--- src/rtl/kpd_pkg.sv ---
package kpd_pkg;

  typedef enum logic [2:0] {
    KS_WAIT    = 3'd0,
    KS_DBNC    = 3'd1,
    KS_SCAN    = 3'd2,
    KS_REPORT  = 3'd3,
    KS_RELEASE = 3'd4
  } kpd_state_e;

  // Linear key number: rows outer, columns inner.
  function automatic int unsigned kpd_key_index(input int unsigned row,
                                                input int unsigned col,
                                                input int unsigned ncols);
    return row * ncols + col;
  endfunction

endpackage

--- src/rtl/kpd_sync.sv ---
module kpd_sync #(
  parameter int WIDTH = 4
) (
  input  logic             clk,
  input  logic             rst_n,
  input  logic [WIDTH-1:0] d_in,
  output logic [WIDTH-1:0] d_out
);

  logic [WIDTH-1:0] stage1;

  always_ff @(posedge clk or negedge rst_n) begin
    if (!rst_n) begin
      stage1 <= '1;
      d_out  <= '1;
    end else begin
      stage1 <= d_in;
      d_out  <= stage1;
    end
  end

endmodule

--- src/rtl/kpd_timer.sv ---
module kpd_timer #(
  parameter int LIMIT = 16
) (
  input  logic clk,
  input  logic rst_n,
  input  logic restart,
  output logic expired
);

  localparam int TW = (LIMIT < 2) ? 1 : $clog2(LIMIT + 1);
  localparam logic [TW-1:0] LAST = TW'(LIMIT - 1);

  logic [TW-1:0] cnt;

  always_ff @(posedge clk or negedge rst_n) begin
    if (!rst_n) begin
      cnt <= LAST;
    end else if (restart) begin
      cnt <= '0;
    end else if (cnt != LAST) begin
      cnt <= cnt + TW'(1);
    end
  end

  assign expired = (cnt == LAST);

endmodule

--- src/rtl/kpd_colenc.sv ---
module kpd_colenc #(
  parameter int COLS = 4
) (
  input  logic [COLS-1:0]                            cols_n,
  output logic                                       found,
  output logic [((COLS < 2) ? 1 : $clog2(COLS))-1:0] idx
);

  localparam int IW = (COLS < 2) ? 1 : $clog2(COLS);

  always_comb begin
    found = 1'b0;
    idx   = '0;
    // Walk downward so the lowest low column wins.
    for (int c = COLS - 1; c >= 0; c--) begin
      if (!cols_n[c]) begin
        found = 1'b1;
        idx   = IW'(c);
      end
    end
  end

endmodule

--- src/rtl/kpd_scanner.sv ---
module kpd_scanner #(
  parameter int ROWS         = 4,
  parameter int COLS         = 4,
  parameter int CLK_HZ       = 125_000_000,
  parameter int DEBOUNCE_CYC = CLK_HZ / 100,
  parameter int SETTLE_CYC   = 4
) (
  input  logic                                  clk,
  input  logic                                  rst_n,
  input  logic [COLS-1:0]                       cols_in,
  output logic [ROWS-1:0]                       rows_n,
  output logic                                  key_valid,
  output logic [$clog2(ROWS*COLS)-1:0]          key_code
);
  import kpd_pkg::*;

  localparam int CODE_W = $clog2(ROWS * COLS);
  localparam int ROW_W  = (ROWS < 2) ? 1 : $clog2(ROWS);
  localparam int COL_W  = (COLS < 2) ? 1 : $clog2(COLS);
  localparam int SET_W  = (SETTLE_CYC < 2) ? 1 : $clog2(SETTLE_CYC + 1);
  localparam logic [ROW_W-1:0] ROW_LAST = ROW_W'(ROWS - 1);
  localparam logic [SET_W-1:0] SET_LAST = SET_W'(SETTLE_CYC - 1);

  kpd_state_e        state, state_nx;
  logic [COLS-1:0]   cols_s;
  logic              any_low;
  logic              hit;
  logic [COL_W-1:0]  hit_col;
  logic [ROW_W-1:0]  row_idx;
  logic [SET_W-1:0]  settle;
  logic              tmr_restart;
  logic              tmr_expired;

  // Named events, also used by the bound checker.
  logic st_idle;
  logic st_release;
  logic dbnc_begin;
  logic sample_now;
  logic scan_hit;
  logic scan_miss;

  kpd_sync #(.WIDTH(COLS)) sync_i (
    .clk   (clk),
    .rst_n (rst_n),
    .d_in  (cols_in),
    .d_out (cols_s)
  );

  kpd_colenc #(.COLS(COLS)) enc_i (
    .cols_n (cols_s),
    .found  (hit),
    .idx    (hit_col)
  );

  kpd_timer #(.LIMIT(DEBOUNCE_CYC)) tmr_i (
    .clk     (clk),
    .rst_n   (rst_n),
    .restart (tmr_restart),
    .expired (tmr_expired)
  );

  assign any_low    = ~&cols_s;
  assign st_idle    = (state == KS_WAIT);
  assign st_release = (state == KS_RELEASE);
  assign dbnc_begin = st_idle && any_low;
  assign sample_now = (state == KS_SCAN) && (settle == SET_LAST);
  assign scan_hit   = sample_now && hit;
  assign scan_miss  = sample_now && !hit && (row_idx == ROW_LAST);

  assign tmr_restart = dbnc_begin
                     || (state == KS_REPORT)
                     || (st_release && any_low);

  always_comb begin
    state_nx = state;
    unique case (state)
      KS_WAIT:    if (any_low) state_nx = KS_DBNC;
      KS_DBNC:    if (tmr_expired) state_nx = KS_SCAN;
      KS_SCAN: begin
        if (scan_hit)       state_nx = KS_REPORT;
        else if (scan_miss) state_nx = KS_WAIT;
      end
      KS_REPORT:  state_nx = KS_RELEASE;
      KS_RELEASE: if (!any_low && tmr_expired) state_nx = KS_WAIT;
      default:    state_nx = KS_WAIT;
    endcase
  end

  always_ff @(posedge clk or negedge rst_n) begin
    if (!rst_n) begin
      state <= KS_WAIT;
    end else begin
      state <= state_nx;
    end
  end

  // Row walk and per-row settle count.
  always_ff @(posedge clk or negedge rst_n) begin
    if (!rst_n) begin
      row_idx <= '0;
      settle  <= '0;
    end else if (state != KS_SCAN) begin
      row_idx <= '0;
      settle  <= '0;
    end else if (sample_now) begin
      settle <= '0;
      if (!hit && row_idx != ROW_LAST) row_idx <= row_idx + ROW_W'(1);
    end else begin
      settle <= settle + SET_W'(1);
    end
  end

  always_ff @(posedge clk or negedge rst_n) begin
    if (!rst_n) begin
      key_code <= '0;
    end else if (scan_hit) begin
      key_code <= CODE_W'(kpd_key_index(32'(row_idx), 32'(hit_col), COLS));
    end
  end

  assign key_valid = (state == KS_REPORT);

  always_comb begin
    rows_n = '0;
    if (state == KS_SCAN) begin
      rows_n          = '1;
      rows_n[row_idx] = 1'b0;
    end
  end

endmodule

--- config.mk ---
export PLATFORM = sky130hd
export DESIGN_NAME = kpd_scanner
export DESIGN_NICKNAME = d
export VERILOG_FILES = /design/src/rtl/kpd_pkg.sv /design/src/rtl/kpd_sync.sv /design/src/rtl/kpd_timer.sv /design/src/rtl/kpd_colenc.sv /design/src/rtl/kpd_scanner.sv
export SDC_FILE = /design/constraint.sdc
export NUM_CORES = 1
export LEC_CHECK = 0
export BUFFER_PORTS_ARGS = -buffer_cell sky130_fd_sc_hd__buf_2
export CORE_MARGIN = 2
export CORE_UTILIZATION = 40
export CTS_CLUSTER_SIZE = 25
export DETAILED_ROUTE_END_ITERATION = 8
export PLACE_DENSITY = 0.6
export SLEW_MARGIN = 30
export SYNTH_ARGS = -nofsm -noshare
export SYNTH_HDL_FRONTEND = slang
export SYNTH_SLANG_ARGS = --single-unit
--- constraint.sdc ---
create_clock -name clk -period 3.6 [get_ports clk]
set_input_delay 0 -clock clk [delete_from_list [all_inputs] [get_ports clk]]
set_output_delay 0 -clock clk [all_outputs]
set_load 0.02 [all_outputs]
# ---- Word level (Yosys, flattened, before mapping)
# Index checks and enable logic that the tools add are counted.
# Widths: inputs -> output; s select.
dict set report totals {
  wordCells 72
  latch_bits 0
  rom_bits 0
  inputBits 6
  memories 0
  mem_bits_rw 0
  ff_bits 41
  output_inout_bits 9
}
dict set report classes {
  n_lt_le_gt_ge 2
  n_mux 24
  reduce_logical 20
  bitwise 1
  add_sub_neg 4
  div 0
  shifts 0
  n_mul 0
  eq_ne 14
}
# op n
set op_table {}
lappend op_table {{$mux 21} 2}
lappend op_table {{$add 21x1->21 const B} 1}
lappend op_table {{$eq 21x21->1 const B} 1}
lappend op_table {{$mux 3} 7}
lappend op_table {{$ne 21x21->1 const B} 1}
lappend op_table {{$pmux 3 s5} 1}
lappend op_table {{$mux 2} 7}
lappend op_table {{$eq 3x2->1 const B} 3}
lappend op_table {{$logic_and 1x1->1} 9}
lappend op_table {{$reduce_and 4->1} 2}
lappend op_table {{$ne 2x2->1 const B} 3}
lappend op_table {{$reduce_bool 2->1} 3}
lappend op_table {{$mux 1} 5}
lappend op_table {{$add 4x2->4} 1}
lappend op_table {{$mux 4} 1}
lappend op_table {{$not 4->4} 1}
lappend op_table {{$add 3x1->3 const B} 1}
lappend op_table {{$eq 3x1->1 const B} 1}
lappend op_table {{$eq 3x3->1 const B} 1}
lappend op_table {{$logic_not 3->1} 1}
lappend op_table {{$lt 2x3->1 const B} 1}
lappend op_table {{$ne 3x2->1 const B} 1}
lappend op_table {{$ne 3x3->1 const B} 1}
lappend op_table {{$add 2x1->2 const B} 1}
lappend op_table {{7 further kinds} 9}

# ---- Longest topological paths before layout
# Gate-level depths: netlist (run 1).
dict set report depth {
  ltp_word 10
  ltp_mapped 5
}

# ---- Cells and area by module
# From an unflattened synthesis (run 1), not the netlist that was laid out.
dict set report unflattened {
  cells_unflattened 193
  area_unflattened_um2 2122.0
}
# mod cells_per_inst area_per_inst_um2 seq_area_each_um2 instances
set by_module_without_submodules {}
lappend by_module_without_submodules {kpd_timer 127 1223.7 539.3 1}
lappend by_module_without_submodules {kpd_scanner 53 659.4 300.3 1}
lappend by_module_without_submodules {kpd_sync 8 210.2 210.2 1}
lappend by_module_without_submodules {kpd_colenc 5 28.8 0.0 1}

# ---- Worst setup path before layout (run 1)
# Ideal clock, no wire load.
dict set report synth_path {
  path_kind {register to register}
  startpoint {register tmr_i.cnt[0]}
  endpoint {register tmr_i.cnt[3]}
  setup_ps 75
  required_time_ps 3525
  path_buffers 0
  t_arrival_ps 1573
  path_stages_with_launch 6
  slack_ps 1952
  path_cell_list {dfstp_2 ha_1 and3_1 nand4_1 o2111ai_1 mux2i_1}
}
dict set report synth_between {
  elab_chain_len 3
}
# element line
set synth_lines {}
lappend synth_lines {{start, declared} kpd_timer.sv:13} ;# logic [TW-1:0] cnt;
lappend synth_lines {{start signal, assigned} kpd_timer.sv:21} ;# cnt <= cnt + TW'(1);
lappend synth_lines {{$add 21x1->21} kpd_timer.sv:21}
lappend synth_lines {{$mux 21} kpd_timer.sv:20} ;# end else if (cnt != LAST) begin
lappend synth_lines {{$mux 21} kpd_timer.sv:18} ;# end else if (restart) begin
# Parallel ways exist; a longest one is shown, timed or not. The select of a mux whose other input is x is not followed.
# A chain may end at the register's enable or synchronous reset.

# ---- Worst setup path after layout (run 1)
# Ends and elaborated chain as after synthesis.

==> summary.md, run 1 <==
| Metric | Value |
|---|---|
| Worst vdd ir | 0.2834 mV |
| Most used DFF post-synth | dfrtp_1 |
| Post-synth EDFFs | 0 |
| Layout Nets | 221 |
| Final Critical Period | 1.975 ns |
| Insertion delay to the later sink of the worst-skew pair | 0.30 ns |
| Worst slew pin tran | 0.7144 ns |
| Chip width | 75.17 µm |
| WL per Instance | 13.97 µm |
| P per Cell Area | 361.2 mW/mm² |
| Reg clk slew, reported paths | 0.08 ns |
| Reg2reg start | tmr_i.cnt[0] |
| Syn Nets | 199 |
| TNS Setup | 0 ns |
| Nature of the critical path startpoint | flip-flop |
| Router iterations before antenna repair | 4 |
| Placed cell areas | 0.002158 mm² |
| CTS buffer count | 5 |
| Ant diodes | 0 |
| Slew margin rel. | 51.93% |
| Yosys cell types | 46 |
| Gr usage total | 16.10% |
| Vias in the first global route | 1,434 |
| Setup WS pre-CTS | 1.673 ns |
| R2R Setup Slk | 1.62 ns |
| Root Driver | clkbuf_8 |
| Pins over their slew limit | 0 |
| P_leak | 1.001 nW |
| PostCTS Resize Cnt | 0 |
| Share of the cycle needed by the critical path after routing | 54.87% |
| Flops & latches, synth | 41 |
| Finish-stage setup viols | 0 |
| Worst Setup End Kind | flip-flop |
| Initial antenna violation count | 0 |
| Largest net degree at the start of global routing | 42 |
| Seq/Total Area, Yosys | 51.82% |
| Htree depth | 2 |
| Yosys Warn Count | 0 |
| Mapped cell area | 0.002026 mm² |
| Die Y | 75.17 µm |
| Final Power | 838.3 µW |
| Clk_skew | 0.006133 ns |
| IO buf count | 14 |
| Fin. Hold Viols | 0 |
| First-pass GRT wire length | 6755 µm |
| Peak Freq | 0.5063 GHz |
| Outcome | finished clean |
| Final WS setup | 1.625 ns |
| Crit Path Category | reg -> reg |
| CTS tree | built |
| Post-layout util | 48.18% |
| R2R cell count | 5 |
| Iter 0 DRT Violations | 101 |
| Die area | 0.005650 mm² |
| Grt total ovfl | 0 |
| Final wirelength | 3871 µm |
| Deepest clock path buffer count | 2 |
| Clock Sinks | 41 |
| Fin area | 0.002321 mm² |
| GP Congestion | 0.7523 |
| Vias | 1,440 |
| Dpl hpwl | 2565 µm |
| Max Cap Violations | 0 |
| Syn Inst Count | 187 |
| Hold Path Class | in -> async |
| Starting density of the core | 42.05% |
| RSZ-0062 raised after global routing | no |
| WP data arrival | 2.19 ns |
| Critical R2R Capture | tmr_i.cnt[3] |
| Critical Path RT | 3.82 ns |
| Ratio of cells with drive above 1 in the final layout | 24.76% |
| Total setup buffers inserted after CTS | 0 |
| Core area | 0.004817 mm² |
| Antenna viol nets, final | 0 |
| Area grow syn2layout | 14.58% |
| Row cnt | 25 |
| IO Count | 15 |
| Vias per Instance | 5.199 |
| Syn Area/Cell | 10.83 µm² |
| Worst Path Max Fanout | 6 |
| DRC viols | 0 |
| FFs w/ async S/R, synth | 100.0% |
[power breakdown]
part           switching, mW  internal [mW]
clock network          0.169          0.180
registers            0.00314          0.469
logic                 0.0111        0.00664
[cell type report]
class,count,area (µm²)
Fill cell,469,2496
Sequential cell,41,1050
Multi-Input combinational cell,136,932.1
Timing Repair Buffer,19,122.6
Clock buffer,6,93.84
Tap cell,67,83.83
Inverter,6,22.52
Clock inverter,2,16.27
[through the flow]
stage / cells / hold WS, ns
after floorplan: 187 / -0.2956
after global placement: 264 / 0.1047
after detailed placement: 264 / 0.1061
after CTS: 277 / 0.3386
after global routing: 277 / 0.2713
final: 277 / 0.2130
[critical path, cell delays in order, from the launching register on]
cell,delay (ns)
dfstp_2,0.58
ha_1,0.20
and3_1,0.27
nand4_1,0.27
o2111ai_1,0.31
mux2i_1,0.26
[cell usage in the layout (no fill, tap or decap), types with 3 or more instances in the layout]
cell type | netlist | layout
nor3b_1 | 3 | 3
buf_2 | 1 | 13
nand2_1 | 13 | 13
dlygate4sd3_1 | 0 | 5
a21oi_1 | 5 | 5
and3_1 | 3 | 3
o21ai_1 | 3 | 3
nor2_1 | 22 | 22
dfrtp_1 | 22 | 22
and4_1 | 4 | 4
clkbuf_8 | 0 | 5
inv_1 | 6 | 6
xnor2_1 | 5 | 5
ha_1 | 6 | 6
nand4_1 | 9 | 9
o21ai_0 | 3 | 3
nand2b_1 | 6 | 6
dfstp_2 | 19 | 19
nand3_1 | 9 | 9
nor3_1 | 5 | 5
xor2_1 | 7 | 7
mux2i_1 | 5 | 5
[kinds of logic after synthesis]
group / synth area share, %
compound gates: 6.856
xor+xnor: 5.188
fa+ha+maj: 3.706
buf+inv: 2.161
flops: 51.82
mux: 3.953
simple gates: 26.31
[state kept, by name, summed over array words and instances (netlist names)]
| register | cells |
|---|---|
| settle | 3 |
| sync_i.stage1 | 4 |
| tmr_i.cnt | 21 |
| row_idx | 2 |
| key_code | 4 |
| state | 3 |
| sync_i.d_out | 4 |
[how the worst max path moves through the flow]
stage,from,endpoint,slack (ns),depth (start not counted)
CTS,tmr_i.cnt[0],tmr_i.cnt[3],1.65,5
global placement,tmr_i.cnt[0],tmr_i.cnt[3],1.73,5
finish,tmr_i.cnt[0],tmr_i.cnt[3],1.62,5
floorplan,tmr_i.cnt[0],tmr_i.cnt[3],1.95,5
detailed placement,tmr_i.cnt[0],tmr_i.cnt[3],1.67,5
global route,tmr_i.cnt[0],tmr_i.cnt[3],1.53,5
[layer usage]
metal	vias up	wire (µm)	global-route usage (%)	share of wire [%]
met5	-	0	0	0
met4	0	29	5.263	0.75
met3	2	109	5.622	2.8
met2	19	1762	24.17	46
met1	700	1970	21.90	51
li1	719	-	-	-
[repair_timing]
action	4_1_cts	5_1_grt
hold buffers	5	0
endpoints found under the hold margin	26	0
setup endpoints to repair	0	0
[cell usage after synthesis, types with 4 or more instances]
cell type	instances	area, µm²
inv_1	6	22.52
ha_1	6	75.07
dfrtp_1	22	550.5
xor2_1	7	61.31
and4_1	4	35.03
xnor2_1	5	43.79
nand3_1	9	45.04
nand2b_1	6	37.54
nand4_1	9	56.30
nor3_1	5	25.02
dfstp_2	19	499.2
nand2_1	13	48.80
mux2i_1	5	50.05
nor2_1	22	82.58
a21oi_1	5	25.02
(Power assumes the default switching activity.)
==> inputs of run 2 (changes only) <==
--- a/config.mk
+++ b/config.mk
@@ -5,6 +5,7 @@
 export SDC_FILE = /design/constraint.sdc
 export NUM_CORES = 1
 export LEC_CHECK = 0
+export ABC_AREA = 1
 export BUFFER_PORTS_ARGS = -buffer_cell sky130_fd_sc_hd__buf_2
 export CORE_MARGIN = 2
 export CORE_UTILIZATION = 40
==> constraint.sdc (replaced) <==
create_clock -name clk -period 1.88 [get_ports clk]
set_input_delay 0 -clock clk [delete_from_list [all_inputs] [get_ports clk]]
set_output_delay 0 -clock clk [all_outputs]
set_load 0.02 [all_outputs]
==> summary.md, run 2 <==
| Metric | Value |
|---|---|
| First-pass GRT wire length | 7079 µm (+4.8%) |
| Post-synth EDFFs | 0 (unchanged) |
| Reg2reg start | tmr_i.cnt[0] |
| PostCTS Resize Cnt | 0 (unchanged) |
| Dpl cells | 343 (+30%) |
| Gr usage total | 14.97% (-1.1 points) |
| Insertion delay to the later sink of the worst-skew pair | 0.29 ns (about the same) |
| Share of the cycle needed by the critical path after routing | 89.49% (+35 points) |
| Vias | 1,667 (+16%) |
| Row cnt | 26 (+4.0%) |
| Largest net degree at the start of global routing | 17 (-60%) |
| DRC viols | 0 (unchanged) |
| Worst vdd ir | 0.4186 mV (+48%) |
| Total setup buffers inserted after CTS | 0 (unchanged) |
| Critical R2R Capture | state[0] |
| Most used DFF post-synth | dfrtp_1 |
| Router iterations before antenna repair | 4 (unchanged) |
| IO Count | 15 (unchanged) |
| TNS Setup | 0 ns (unchanged) |
| Pins over their slew limit | 0 (unchanged) |
| Mapped cell area | 0.002177 mm² (+7.5%) |
| WL per Instance | 11.56 µm (-17%) |
| Area grow syn2layout | 15.80% |
| Most frequent cell after synthesis | nand2_1 |
| Hold_ws | 0.1338 ns (-0.07920 ns) |
| Layout Nets | 297 (+34%) |
| Register area | 0.001050 mm² (unchanged) |
| Ratio of cells with drive above 1 in the final layout | 23.08% (-1.7 points) |
| Final wirelength | 4115 µm (+6.3%) |
| RSZ-0062 raised after global routing | no |
| CTS Hold Bufs | 5 (unchanged) |
| Clock Sinks | 41 (unchanged) |
| Clk_skew | 0.008517 ns (+0.002384 ns) |
| Flops & latches, synth | 41 (unchanged) |
| Fin. Hold Viols | 0 (unchanged) |
| Syn Inst Count | 257 (+37%) |
| Htree depth | 2 (unchanged) |
| Starting density of the core | 42.09% (about the same) |
| Core area | 0.005172 mm² (+7.4%) |
| Final WS setup | 0.1976 ns (-1.427 ns) |
| Reg clk slew, reported paths | 0.08 ns (about the same) |
| Worst Path Max Fanout | 10 (+4) |
| Root Driver | clkbuf_8 |
| Die Y | 77.78 µm (+3.5%) |
| Worst Setup End Kind | flip-flop |
| P per Cell Area | 682.7 mW/mm² (+89%) |
| Dpl hpwl | 3168 µm (+24%) |
| Initial antenna violation count | 0 (unchanged) |
| Syn Area/Cell | 8.471 µm² (-22%) |
| Hold Path Class | in -> async |
| Deepest clock path buffer count | 2 (unchanged) |
| Seq/Total Area, Yosys | 48.22% (-3.6 points) |
| Vias in the first global route | 1,528 (+6.6%) |
| P_leak | 1.206 nW (+20%) |
| Grt total ovfl | 0 (unchanged) |
| Max reg flops | 21 (unchanged) |
| IO buf count | 14 (unchanged) |
| Non-Filler Instances | 356 (+29%) |
| Final Critical Period | 1.682 ns (-0.2928 ns) |
| CTS buffer count | 5 (unchanged) |
| Ant diodes | 0 (unchanged) |
| Outcome | finished clean |
| Peak Freq | 0.5944 GHz (+17%) |
| Critical Path RT | 2.11 ns (-1.71 ns) |
| R2R cell count | 7 (+2) |
| Antenna viol nets, final | 0 (unchanged) |
| WP data arrival | 1.91 ns (-0.28 ns) |
| # fillers | 500 (+6.6%) |
| Max Cap Violations | 0 (unchanged) |
| Crit Path Category | reg -> reg |
| Yosys cell types | 33 (-28%) |
| Area leader, netlist | dfrtp_1 |
| CTS tree | built |
| R2R Setup Slk | 0.20 ns (-1.43 ns) |
| FFs w/ async S/R, synth | 100.0% (unchanged) |
| Nature of the critical path startpoint | flip-flop |
| Final Power | 1.721 mW (+110%) |
| Post-synth top cells | nand2_1, nor2_1, inv_1 |
| Most frequent cells in the layout | nand2_1, nor2_1, inv_1, dfrtp_1, dfstp_2 |
| Die area | 0.006049 mm² (+7.1%) |
| Setup WS pre-CTS | 0.2009 ns (-1.472 ns) |
| Most common cell after layout, fill and taps aside | nand2_1 |
| Yosys Warn Count | 0 (unchanged) |
| GP Congestion | 0.9092 (+21%) |
| Finish-stage setup viols | 0 (unchanged) |
| Top reg by flops | tmr_i.cnt |
| Multi-input gate area | 973.4 µm² (+4.4%) |
| Slew margin rel. | 73.69% (+22 points) |
| Chip width | 77.78 µm (+3.5%) |
| Syn Nets | 269 (+35%) |
| Vias per Instance | 4.683 (-9.9%) |
| Synth top area cells | dfrtp_1, dfstp_2, nand2_1 |
| Worst slew pin tran | 0.3916 ns (-0.3228 ns) |
| Iter 0 DRT Violations | 97 (-4.0%) |
| Area share of the largest cell type after synthesis | 25.29% (-1.9 points) |
-- run 2: cell families (layout without fill, tap and decap cells) --
kind of cell | Yosys count | count (layout) | synth area share, %
flip-flops | 41 | 41 | 48.22
adder cells (fa/ha/maj) | 6 | 6 | 3.448
buffers and inverters | 37 | 66 | 7.069
AND/OR/NAND/NOR | 138 | 138 | 30.29
XOR/XNOR | 6 | 6 | 2.414
AO/OA/AOI/OAI | 29 | 29 | 8.563
-- run 2: stage by stage --
step / cell area (µm²) / utilization (%)
2_1_floorplan: 2177 / -
6_report: 2521 / 48.74
3_5_place_dp: 2342 / 45.28
4_1_cts: 2521 / 48.74
5_1_grt: 2521 / 48.74
3_3_place_gp: 2342 / 45.28
-- run 2: layout make-up --
cell class	count	share of cell area, %
clock inverters	2	1.390
clock buffers	6	3.722
multi-input cells	179	38.61
inverters	35	5.211
flip-flops and latches	41	41.64
repair buffers	23	5.955
well taps	70	3.474
-- run 2: worst max path at each step --
stage / startpoint / endpoint / slack, ns
2_1_floorplan: tmr_i.cnt[0] / tmr_i.cnt[4] / 0.32
3_3_place_gp: tmr_i.cnt[0] / tmr_i.cnt[4] / 0.25
3_5_place_dp: tmr_i.cnt[0] / tmr_i.cnt[4] / 0.20
4_1_cts: tmr_i.cnt[0] / state[0] / 0.19
5_1_grt: tmr_i.cnt[0] / tmr_i.cnt[4] / 0.02
6_report: tmr_i.cnt[0] / state[0] / 0.20
-- run 2: critical path: stages, from the launching register on --
cell and delay (ns):
dfstp_2 0.58, ha_1 0.26, nand3_2 0.14, nor2_2 0.17
nand3_4 0.16, o21bai_4 0.18, nand3_1 0.09, nand2_1 0.06
-- run 2: routing by layer --
layer	part of all wire, %	GRT usage (%)	routed length (µm)
met2	42	20.69	1730
met4	0.58	5.179	24
met1	54	22.23	2239
met3	2.9	4.186	121
met5	0	0	0
-- run 2: where the power goes --
part,switching (mW),leakage [nW],internal [mW],total (mW)
clock network,0.307,0.0663,0.474,0.782
registers,0.00434,0.490,0.898,0.903
logic,0.0224,0.650,0.0147,0.0370
total,0.334,1.21,1.39,1.72
==> inputs of run 3 (changes only) <==
--- a/config.mk
+++ b/config.mk
@@ -11,8 +11,9 @@
 export CORE_UTILIZATION = 40
 export CTS_CLUSTER_SIZE = 25
 export DETAILED_ROUTE_END_ITERATION = 8
-export PLACE_DENSITY = 0.6
+export PLACE_DENSITY = 0.62
 export SLEW_MARGIN = 30
 export SYNTH_ARGS = -nofsm -noshare
 export SYNTH_HDL_FRONTEND = slang
+export SYNTH_HIERARCHICAL = 1
 export SYNTH_SLANG_ARGS = --single-unit
==> constraint.sdc (replaced) <==
create_clock -name clk -period 1.4 [get_ports clk]
set_input_delay 0 -clock clk [delete_from_list [all_inputs] [get_ports clk]]
set_output_delay 0 -clock clk [all_outputs]
set_load 0.02 [all_outputs]
==> summary.md, run 3 <==
| Metric | Value |
|---|---|
| Outcome | finished with violations |
| Failing checks | negative setup slack |
| Core area | 0.005574 mm² (+7.8%) |
| Post-layout util | 61.14% (+12 points) |
| FFs w/ async S/R, synth | 100.0% (unchanged) |
| P_leak | 1.637 nW (+36%) |
| Initial antenna violation count | 0 (unchanged) |
| DRC viols | 0 (unchanged) |
| Ant diodes | 0 (unchanged) |
| Seq/Total Area, Yosys | 45.18% (-3.0 points) |
| Yosys Warn Count | 6 (+6) |
| Reg clk slew, reported paths | 0.08 ns (about the same) |
| GP Congestion | 0.9073 (-0.21%) |
| Worst path slowest cell | dfstp_2 |
| Post-synth EDFFs | 0 (unchanged) |
| R2R Setup Slk | -0.22 ns (-0.42 ns) |
| Peak Freq | 0.6165 GHz (+3.7%) |
| Most common cell after layout, fill and taps aside | nand2_1 |
| Clk_skew | 0.01085 ns (+0.002338 ns) |
| WP buf/inv | 2 (+2) |
| Area leader, netlist | dfrtp_1 |
| Pins over their slew limit | 0 (unchanged) |
| IO Count | 15 (unchanged) |
| CTS buffer count | 5 (unchanged) |
| Router iterations before antenna repair | 4 (unchanged) |
| Crit Path Category | reg -> reg |
| Post-synth top cells | nand2_1, inv_1, nor2_1 |
| Critical Path RT | 1.63 ns (-0.48 ns) |
| Iter 0 DRT Violations | 98 (+1.0%) |
| Antenna viol nets, final | 0 (unchanged) |
| Mapped cell area | 0.002323 mm² (+6.7%) |
| Flops & latches, synth | 41 (unchanged) |
| Ratio of cells with drive above 1 in the final layout | 49.87% (+27 points) |
| Die Y | 80.22 µm (+3.1%) |
| Worst Path Max Fanout | 2 (-8) |
| Nature of the critical path startpoint | flip-flop |
| Finish-stage setup viols | 17 (+17) |
| Vias per Instance | 4.739 (+1.2%) |
| WP data arrival | 1.85 ns (-0.06 ns) |
| Dpl hpwl | 3672 µm (+16%) |
| Cell mode on critical path | nand2_1 |
| Clock Sinks | 41 (unchanged) |
| Most frequent cell after synthesis | nand2_1 |
| RSZ-0062 raised after global routing | yes |
| CP cell instances | ha_4, nand3_4, nor3_2, nand4_1, inv_1, inv_1, nand4_1, nand2_1, nor2_2, nand2_1, nand2_1 |
| Final wirelength | 5457 µm (+33%) |
| Root Driver | clkbuf_8 |
| Hold Path Class | in -> async |
| Slew margin rel. | 65.02% (-8.7 points) |
| Chip width | 80.22 µm (+3.1%) |
| GRT met2 Usage | 28.33% (+7.6 points) |
| Max stage delay on crit path | 0.56 ns (-0.02 ns) |
| Most frequent cells in the layout | nand2_1, buf_4, inv_1, nor2_1 |
| Htree depth | 2 (unchanged) |
| Non-Filler Instances | 449 (+26%) |
| Largest net degree at the start of global routing | 42 (+25) |
| Syn Inst Count | 292 (+14%) |
| Max reg flops | 21 (unchanged) |
| Most used DFF post-synth | dfrtp_1 |
| WL per Instance | 12.15 µm (+5.1%) |
| P per Cell Area | 666.7 mW/mm² (-2.3%) |
| Deepest clock path buffer count | 2 (unchanged) |
| CTS tree | built |
| Syn Nets | 304 (+13%) |
| Worst Setup End Kind | flip-flop |
| First-pass GRT wire length | 8763 µm (+24%) |
| Area grow syn2layout | 46.69% |
| Yosys cell types | 28 (-15%) |
| Row cnt | 27 (+3.8%) |
| Final WS setup | -0.2221 ns (-0.4196 ns) |
| Register area | 0.001051 mm² (+0.12%) |
| # fillers | 483 (-3.4%) |
| GR Layer Usage met3 | 2.022% (-2.2 points) |
| Hold_ws | 0.2879 ns (+0.1541 ns) |
| Vias in the first global route | 2,008 (+31%) |
| Gr usage total | 17.58% (+2.6 points) |
| Worst vdd ir | 0.5504 mV (+31%) |
| Final Critical Period | 1.622 ns (-0.06039 ns) |
| Insertion delay to the later sink of the worst-skew pair | 0.29 ns (about the same) |
| Synth top area cells | dfrtp_1, dfstp_2, nand2_1 |
| Syn Area/Cell | 7.957 µm² (-6.1%) |
| Busiest grt layer | met2 |
| Met1 Usage GRT | 24.07% (+1.8 points) |
| IO buf count | 14 (unchanged) |
| Top reg by flops | tmr_i/cnt |
| Area share of the largest cell type after synthesis | 23.69% (-1.6 points) |
| Dpl cells | 422 (+23%) |
| Multi-input gate area | 0.001330 mm² (+37%) |
| Layout Nets | 388 (+31%) |
| Grt total ovfl | 0 (unchanged) |
| Max Cap Violations | 0 (unchanged) |
| Share of the cycle needed by the critical path after routing | 115.9% (+26 points) |
| Vias | 2,128 (+28%) |
| Starting density of the core | 41.68% (-0.41 points) |
| Worst slew pin tran | 0.5248 ns (+0.1332 ns) |
| Die area | 0.006434 mm² (+6.4%) |
| Fin. Hold Viols | 0 (unchanged) |
| Crit-path leading delay family | simple AND/OR/NAND/NOR gates |
-- run 3: changes by cell type after synthesis, moves of 3 or more --
cell,change
nand2_1,+20
nor3_1,+3
nand2_2,+10
inv_1,+11
nor2_4,+3
nor2_1,-3
nand3_1,-3
-- run 3: final timing paths --
kind / cells past startpoint / endpoint / from
worst max-delay path: 11 / state[0] / tmr_i/cnt[0]
worst min-delay path: 3 / tmr_i/cnt[4] / rst_n
worst max register to register: 11 / state[0] / tmr_i/cnt[0]
worst min register to register: 0 / sync_i/d_out[2] / sync_i/stage1[2]
max in group asynchronous: 3 / state[2] / rst_n
min in group clk: 2 / sync_i/stage1[2] / cols_in[2]
-- run 3: area by class of cell --
cell class	instances	share of cell area (%)
multi-input combinational	204	39.02
sequential	41	30.84
timing repair buffer	79	18.94
inverter	45	5.029
tap	72	2.643
clock buffer	6	2.423
clock inverter	2	1.101
-- run 3: layer usage --
layer  wire length [µm]  up-vias
met1               2452      989
li1                   -     1082
met3                204        6
met5                  0        -
met2               2732       51
met4                 68        0
-- run 3: what timing repair did --
item | 4_1_cts | 5_1_grt
gates cloned | 0 | 0
endpoints found under the setup margin | 25 | 30
endpoints found under the hold margin | 26 | 0
buffers inserted | 3 | 11
hold buffers | 5 | 0
gates resized for setup | 25 | 57
pin swaps | 15 | 29
-- run 3: power by group --
part | total, mW | switching, mW | leakage, nW | internal (mW)
Combinational | 0.0592 | 0.0346 | 1.09 | 0.0246
Clock | 1.00 | 0.420 | 0.0574 | 0.580
Sequential | 1.21 | 0.00675 | 0.488 | 1.21
-- run 3: cells by family after synthesis --
kind of cell             Yosys count  share of synthesized area (%)
AND/OR/NAND/NOR                  175                          38.29
AO/OA/AOI/OAI                     20                          4.362
buffers and inverters             47                          7.808
flip-flops                        41                          45.18
adder cells (fa/ha/maj)            6                          3.231
XOR/XNOR                           3                          1.131
-- run 3: per-stage QoR --
step | TNS, ns | total power [mW] | setup slack [ns] | area (µm²)
final | -1.824 | 2.272 | -0.2221 | 3408
after global routing | -3.577 | 2.361 | -0.3559 | 3408
after CTS | -0.5572 | 2.301 | -0.1667 | 3141
after detailed placement | -0.8755 | 1.283 | -0.1876 | 2863
after global placement | -0.6392 | 1.282 | -0.1498 | 2863
after floorplan | -0.3012 | 1.242 | -0.1312 | 2361
-- run 3: tightest hold or removal path, delay by kind of cell --
| kind | cells | cell delay [ns] |
|---|---|---|
| buf+inv | 3 | 1.03 |
